<file path="src/rtl/tp_pkg.sv">
package tp_pkg;
  localparam int unsigned TP_BYTE_W = 8;

  function automatic int unsigned tp_idx_w(input int unsigned n);
    return (n > 1) ? $clog2(n) : 1;
  endfunction
endpackage

</file>
<file path="src/rtl/tp_packer.sv">
module tp_packer #(
  parameter  int unsigned BYTE_W = 8,
  localparam int unsigned WORD_W = 2 * BYTE_W
) (
  input  logic              clk_i,
  input  logic              rst_ni,
  input  logic              clear_i,
  input  logic [BYTE_W-1:0] byte_i,
  input  logic              byte_valid_i,
  input  logic              byte_last_i,
  input  logic              block_i,
  output logic              byte_ready_o,
  output logic [WORD_W-1:0] word_o,
  output logic              word_vld_o,
  output logic              err_odd_o
);
  logic              have_lo_q;
  logic [BYTE_W-1:0] lo_q;
  logic [WORD_W-1:0] word_q;
  logic              vld_q;
  logic              err_q;
  logic              take;

  assign byte_ready_o = !block_i;
  assign take         = byte_valid_i && !block_i;

  always_ff @(posedge clk_i or negedge rst_ni) begin
    if (!rst_ni) begin
      have_lo_q <= 1'b0;
      lo_q      <= '0;
      word_q    <= '0;
      vld_q     <= 1'b0;
      err_q     <= 1'b0;
    end else if (clear_i) begin
      have_lo_q <= 1'b0;
      vld_q     <= 1'b0;
      err_q     <= 1'b0;
    end else begin
      vld_q <= 1'b0;
      if (take) begin
        if (!have_lo_q) begin
          // a lone byte closing a transfer is dropped
          if (byte_last_i) err_q <= 1'b1;
          else begin
            lo_q      <= byte_i;
            have_lo_q <= 1'b1;
          end
        end else begin
          word_q    <= {byte_i, lo_q};
          vld_q     <= 1'b1;
          have_lo_q <= 1'b0;
        end
      end
    end
  end

  assign word_o     = word_q;
  assign word_vld_o = vld_q;
  assign err_odd_o  = err_q;
endmodule

</file>
<file path="src/rtl/tp_accum.sv">
module tp_accum #(
  parameter  int unsigned WORD_W    = 16,
  parameter  int unsigned MAX_SLOTS = 16,
  localparam int unsigned CNT_W     = $clog2(MAX_SLOTS + 1),
  localparam int unsigned SLOT_W    = tp_pkg::tp_idx_w(MAX_SLOTS)
) (
  input  logic                        clk_i,
  input  logic                        rst_ni,
  input  logic                        clear_i,
  input  logic                        flush_i,
  input  logic [CNT_W-1:0]            num_slots_i,
  input  logic [MAX_SLOTS*WORD_W-1:0] mask_tab_i,
  input  logic [WORD_W-1:0]           word_i,
  input  logic                        word_vld_i,
  output logic [WORD_W*WORD_W-1:0]    acc_o,
  output logic                        round_done_o
);
  logic [SLOT_W-1:0] slot_q;
  logic [SLOT_W-1:0] last_slot;
  logic [WORD_W-1:0] cur_mask;

  assign last_slot    = SLOT_W'(num_slots_i - CNT_W'(1));
  assign cur_mask     = mask_tab_i[slot_q*WORD_W +: WORD_W];
  assign round_done_o = word_vld_i && (slot_q == last_slot);

  always_ff @(posedge clk_i or negedge rst_ni) begin
    if (!rst_ni)                slot_q <= '0;
    else if (clear_i)           slot_q <= '0;
    else if (round_done_o)      slot_q <= '0;
    else if (word_vld_i)        slot_q <= slot_q + SLOT_W'(1);
  end

  // row i holds output sample i; word bit WORD_W-1-i feeds it
  for (genvar i = 0; i < WORD_W; i++) begin : g_row
    logic [WORD_W-1:0] row_q;
    always_ff @(posedge clk_i or negedge rst_ni) begin
      if (!rst_ni)                                row_q <= '0;
      else if (clear_i || flush_i)                row_q <= '0;
      else if (word_vld_i && word_i[WORD_W-1-i])  row_q <= row_q | cur_mask;
    end
    assign acc_o[i*WORD_W +: WORD_W] = row_q;
  end
endmodule

</file>
<file path="src/rtl/tp_drain.sv">
module tp_drain #(
  parameter  int unsigned WORD_W = 16,
  localparam int unsigned IDX_W  = tp_pkg::tp_idx_w(WORD_W)
) (
  input  logic                     clk_i,
  input  logic                     rst_ni,
  input  logic                     clear_i,
  input  logic                     start_i,
  input  logic [WORD_W*WORD_W-1:0] acc_i,
  input  logic                     ready_i,
  output logic [WORD_W-1:0]        sample_o,
  output logic                     valid_o,
  output logic                     busy_o,
  output logic                     done_o
);
  localparam logic [IDX_W-1:0] LAST_IDX = IDX_W'(WORD_W - 1);

  logic             busy_q;
  logic [IDX_W-1:0] idx_q;

  assign done_o = busy_q && ready_i && (idx_q == LAST_IDX);

  always_ff @(posedge clk_i or negedge rst_ni) begin
    if (!rst_ni) begin
      busy_q <= 1'b0;
      idx_q  <= '0;
    end else if (clear_i) begin
      busy_q <= 1'b0;
      idx_q  <= '0;
    end else if (start_i) begin
      busy_q <= 1'b1;
      idx_q  <= '0;
    end else if (busy_q && ready_i) begin
      if (done_o) begin
        busy_q <= 1'b0;
        idx_q  <= '0;
      end else begin
        idx_q <= idx_q + IDX_W'(1);
      end
    end
  end

  assign sample_o = acc_i[idx_q*WORD_W +: WORD_W];
  assign valid_o  = busy_q;
  assign busy_o   = busy_q;
endmodule

</file>
<file path="src/rtl/sample_transposer.sv">
module sample_transposer #(
  parameter  int unsigned WORD_W    = 16,
  parameter  int unsigned MAX_SLOTS = 16,
  localparam int unsigned BYTE_W    = WORD_W / 2,
  localparam int unsigned CNT_W     = $clog2(MAX_SLOTS + 1)
) (
  input  logic                        clk_i,
  input  logic                        rst_ni,
  input  logic                        clear_i,
  input  logic [CNT_W-1:0]            num_slots_i,
  input  logic [MAX_SLOTS*WORD_W-1:0] mask_tab_i,
  input  logic [BYTE_W-1:0]           byte_i,
  input  logic                        byte_valid_i,
  input  logic                        byte_last_i,
  output logic                        byte_ready_o,
  output logic [WORD_W-1:0]           sample_o,
  output logic                        sample_valid_o,
  input  logic                        sample_ready_i,
  output logic                        err_odd_o
);
  logic [WORD_W-1:0]        word;
  logic                     word_vld;
  logic [WORD_W*WORD_W-1:0] acc;
  logic                     round_done;
  logic                     drain_busy;
  logic                     drain_done;

  tp_packer #(.BYTE_W(BYTE_W)) u_packer (
    .clk_i        (clk_i),
    .rst_ni       (rst_ni),
    .clear_i      (clear_i),
    .byte_i       (byte_i),
    .byte_valid_i (byte_valid_i),
    .byte_last_i  (byte_last_i),
    .block_i      (drain_busy),
    .byte_ready_o (byte_ready_o),
    .word_o       (word),
    .word_vld_o   (word_vld),
    .err_odd_o    (err_odd_o)
  );

  tp_accum #(.WORD_W(WORD_W), .MAX_SLOTS(MAX_SLOTS)) u_accum (
    .clk_i        (clk_i),
    .rst_ni       (rst_ni),
    .clear_i      (clear_i),
    .flush_i      (drain_done),
    .num_slots_i  (num_slots_i),
    .mask_tab_i   (mask_tab_i),
    .word_i       (word),
    .word_vld_i   (word_vld),
    .acc_o        (acc),
    .round_done_o (round_done)
  );

  tp_drain #(.WORD_W(WORD_W)) u_drain (
    .clk_i    (clk_i),
    .rst_ni   (rst_ni),
    .clear_i  (clear_i),
    .start_i  (round_done),
    .acc_i    (acc),
    .ready_i  (sample_ready_i),
    .sample_o (sample_o),
    .valid_o  (sample_valid_o),
    .busy_o   (drain_busy),
    .done_o   (drain_done)
  );
endmodule

</file>
<file path="config.mk">
export PLATFORM = sky130hd
export DESIGN_NAME = sample_transposer
export DESIGN_NICKNAME = d
export VERILOG_FILES = /design/src/rtl/tp_pkg.sv /design/src/rtl/tp_packer.sv /design/src/rtl/tp_accum.sv /design/src/rtl/tp_drain.sv /design/src/rtl/sample_transposer.sv
export SDC_FILE = /design/constraint.sdc
export NUM_CORES = 1
export LEC_CHECK = 0
export BUFFER_PORTS_ARGS = -buffer_cell sky130_fd_sc_hd__clkbuf_2
export CAP_MARGIN = 10
export CORE_ASPECT_RATIO = 1.4
export CORE_UTILIZATION = 60
export CTS_CLUSTER_DIAMETER = 200
export DETAILED_ROUTE_END_ITERATION = 8
export MAX_ROUTING_LAYER = met4
export PLACE_DENSITY = 0.86
export SKIP_CTS_REPAIR_TIMING = 1
export SYNTH_ARGS = -nofsm -noshare
export SYNTH_HDL_FRONTEND = slang
export SYNTH_SLANG_ARGS = --single-unit
</file>
<file path="constraint.sdc">
create_clock -name clk_i -period 6.4 [get_ports clk_i]
set_input_delay 0.96 -clock clk_i [delete_from_list [all_inputs] [get_ports clk_i]]
set_output_delay 0.96 -clock clk_i [all_outputs]
set_load 0.02 [all_outputs]
</file>
==> qor.yml <==
status: "finished clean"
portBuffers: 292
register_area_um2: 7320
stdcell_count: 1869
finalHoldViolCount: 0
start_kind: "flip-flop"
wl_per_cell_um: 22.7
clk_pin_slew_ps: 70
fmax_ghz: 0.222
antenna_found_initial: 1
cts_root_buf: "clkbuf_16"
peakVddDrop_mv: 0.180
setup_violations: 0
skew_ps: 8.06
dp.final_hpwl_um: 28000
postRouteAntennaNets: 0
multi_input_area_um2: 6990
synth_seq_cells: 292
syn_inst: 1330
worstSetupPathType: "flip-flop to primary output"
cts_tree: "done"
max-slew-margin-rel: 0.222
worst_pin_slew_ps: 1160
pin_count: 294
fin_crit_ps: 4500
crit_path_start: "u_drain.idx_q[0]$_DFFE_PN0P_"
rows: 67
track_usage: 0.353
dieArea_um2: 25400
die_h_um: 188
regToRegSetupSlack_ps: 2510
fin_nets: 1821
p_total_mw: 3.81
ys_seq_area_frac: 0.492
first_pass_iters: 5
cp-end-kind: "primary output"
vias: 12100
globalRouteOverflowTotal: 0
synth_cell_types: 48
r2r_start: "u_drain.idx_q[0]$_DFFE_PN0P_"
p_per_area_nw_per_um2: 223
clock_latency_ps: 520
wirelength_um: 42500
syn_nets: 1608
worstPathRequired_ps: 5440
power.leakage_nw: 7.52
synth.avg_cell_area_um2: 11.2
most-common-layout-cells: "291 x clkbuf_2, 286 x dfrtp_1, 278 x nand2_1"
chipWidth_um: 135
rsz0062_at_grt: "false"
cpMaxStageDelayCell: "dfrtp_4"
area_delta_synth_final_pct: 15.0
ys.flop_type: "dfrtp_1"
max_stage_delay_ps: 1060
cts_buffers: 25
slew_viol_final: 0
via_per_inst: 6.46
fillers: 1615
drc_errors: 0
path_cells: "buf_4, mux4_2, nor2b_1, a211oi_1, a21oi_1, clkbuf_2"
core_um2: 24100
gp_congestion: 0.854
synthesis.area_um2: 14900
placed_area_um2: 16300
setup.worst_path.end: "sample_o[14]"
synth_edf_count: 0
grt_pass1_vias: 12400
clock-sinks: 292
start_util: 0.615
htree_levels: 1
fin_hold_ws_ps: 477
ys_warn_count: 0
period_share: 0.703
cp_max_fo: 47
hold_path.class: "flip-flop to flip-flop"
synth_async_sr_flop_share: 1.00
drive_gt1_frac: 0.324
grt_pass1_wl_um: 65800
maxCapViolations: 0
r2r_cells: 5
post-place-cells: 1826
cp.arrival_ps: 3540
r2r-end: "u_accum.g_row[9].row_q[7]$_DFFE_PN0P_"
clockBufferDepth: 3
setup_tns_ps: 0
first_iter_violations: 1212
fin_area_um2: 17100
grt_max_degree: 173
layout_commonest_cell: "clkbuf_2"
## critical path, delay by kind of cell, from the launching register on
family | cells | cell delay (ps)
muxes | 1 | 560
buffers and inverters | 2 | 760
AOI/OAI and AO/OA | 2 | 410
DFF | 1 | 1060
and+or+nand+nor | 1 | 160
## logic make-up (layout without fill, tap and decap cells)
kind of cell	count (synthesis)	count (layout)	share of synthesized area
other cells	0	1	0
compound gates	349	349	0.142
buf+inv	123	351	0.0389
fa+ha+maj	3	3	0.00253
xor+xnor	9	9	0.00531
mux	200	200	0.218
flops	292	292	0.492
simple gates	354	354	0.101
## routing by layer
metal / vias to the layer above / GRT usage / part of all wire
li1: 5209 / - / -
met1: 5958 / 0.412 / 0.35
met2: 736 / 0.585 / 0.51
met3: 175 / 0.0783 / 0.098
met4: 0 / 0.156 / 0.047
met5: - / - / 0
## area by class of cell
class                      instances  share of cell area
antenna                            1            0.000146
tap                              310              0.0227
clock buffer                      40              0.0440
clock inverter                     2             0.00205
multi-input combinational        915               0.409
sequential                       292               0.428
inverter                           6             0.00132
timing repair buffer             303              0.0924
## sequential cells by signal, summed over array words and instances, names as in the netlist
register,flops
u_accum.g_row.row_q,256
u_accum.slot_q,4
u_drain.busy_o,1
u_drain.idx_q,4
u_packer.err_odd_o,1
u_packer.have_lo_q,1
u_packer.lo_q,8
u_packer.word_o,16
u_packer.word_vld_o,1
## per-stage QoR
| step | setup slack, ps | util |
|---|---|---|
| finish | 1900 | 0.708 |
| CTS | 1880 | 0.708 |
| floorplan | 3520 | - |
| global placement | 2450 | 0.675 |
| detailed placement | 2440 | 0.675 |
| global route | 1730 | 0.708 |
## worst min path at each step
stage / from / endpoint / slack [ps] / cells past startpoint
finish: u_accum.g_row[12].row_q[1]$_DFFE_PN0P_ / u_accum.g_row[12].row_q[1]$_DFFE_PN0P_ / 480 / 2
global route: u_accum.g_row[0].row_q[13]$_DFFE_PN0P_ / u_accum.g_row[0].row_q[13]$_DFFE_PN0P_ / 500 / 2
CTS: u_accum.g_row[6].row_q[3]$_DFFE_PN0P_ / u_accum.g_row[6].row_q[3]$_DFFE_PN0P_ / 480 / 2
detailed placement: u_accum.g_row[5].row_q[1]$_DFFE_PN0P_ / u_accum.g_row[5].row_q[1]$_DFFE_PN0P_ / 470 / 2
global placement: u_accum.g_row[13].row_q[15]$_DFFE_PN0P_ / u_accum.g_row[13].row_q[15]$_DFFE_PN0P_ / 460 / 2
floorplan: u_accum.g_row[10].row_q[14]$_DFFE_PN0P_ / u_accum.g_row[10].row_q[14]$_DFFE_PN0P_ / 440 / 2
## power breakdown
| group | total (mW) | leakage (nW) | switching [mW] | internal, mW |
|---|---|---|---|---|
| Combinational | 0.360 | 3.12 | 0.201 | 0.160 |
| Clock | 1.50 | 0.386 | 0.659 | 0.839 |
| Sequential | 1.95 | 4.02 | 0.0403 | 1.91 |
| Total | 3.81 | 7.52 | 0.900 | 2.91 |
## synthesized netlist by cell type (5+ instances only)
master / n / area, um^2
a221oi_1: 29 / 254
or2_1: 15 / 93.8
a21oi_1: 23 / 115
mux2_2: 24 / 270
inv_1: 5 / 18.8
buf_6: 5 / 56.3
buf_2: 24 / 120
a22oi_2: 13 / 163
dfrtp_1: 292 / 7310
clkbuf_1: 73 / 274
mux2i_1: 80 / 801
buf_1: 6 / 22.5
xnor2_1: 5 / 43.8
nor2_1: 11 / 41.3
o21ai_1: 76 / 380
mux4_2: 95 / 2140
a211oi_1: 16 / 120
nand3_1: 5 / 25.0
or2_2: 8 / 50.1
buf_4: 5 / 37.5
o21ai_2: 10 / 87.6
nor2b_1: 18 / 113
o21ai_0: 171 / 856
nand2_1: 278 / 1040
No activity file was read; power rests on OpenSTA's default activity.
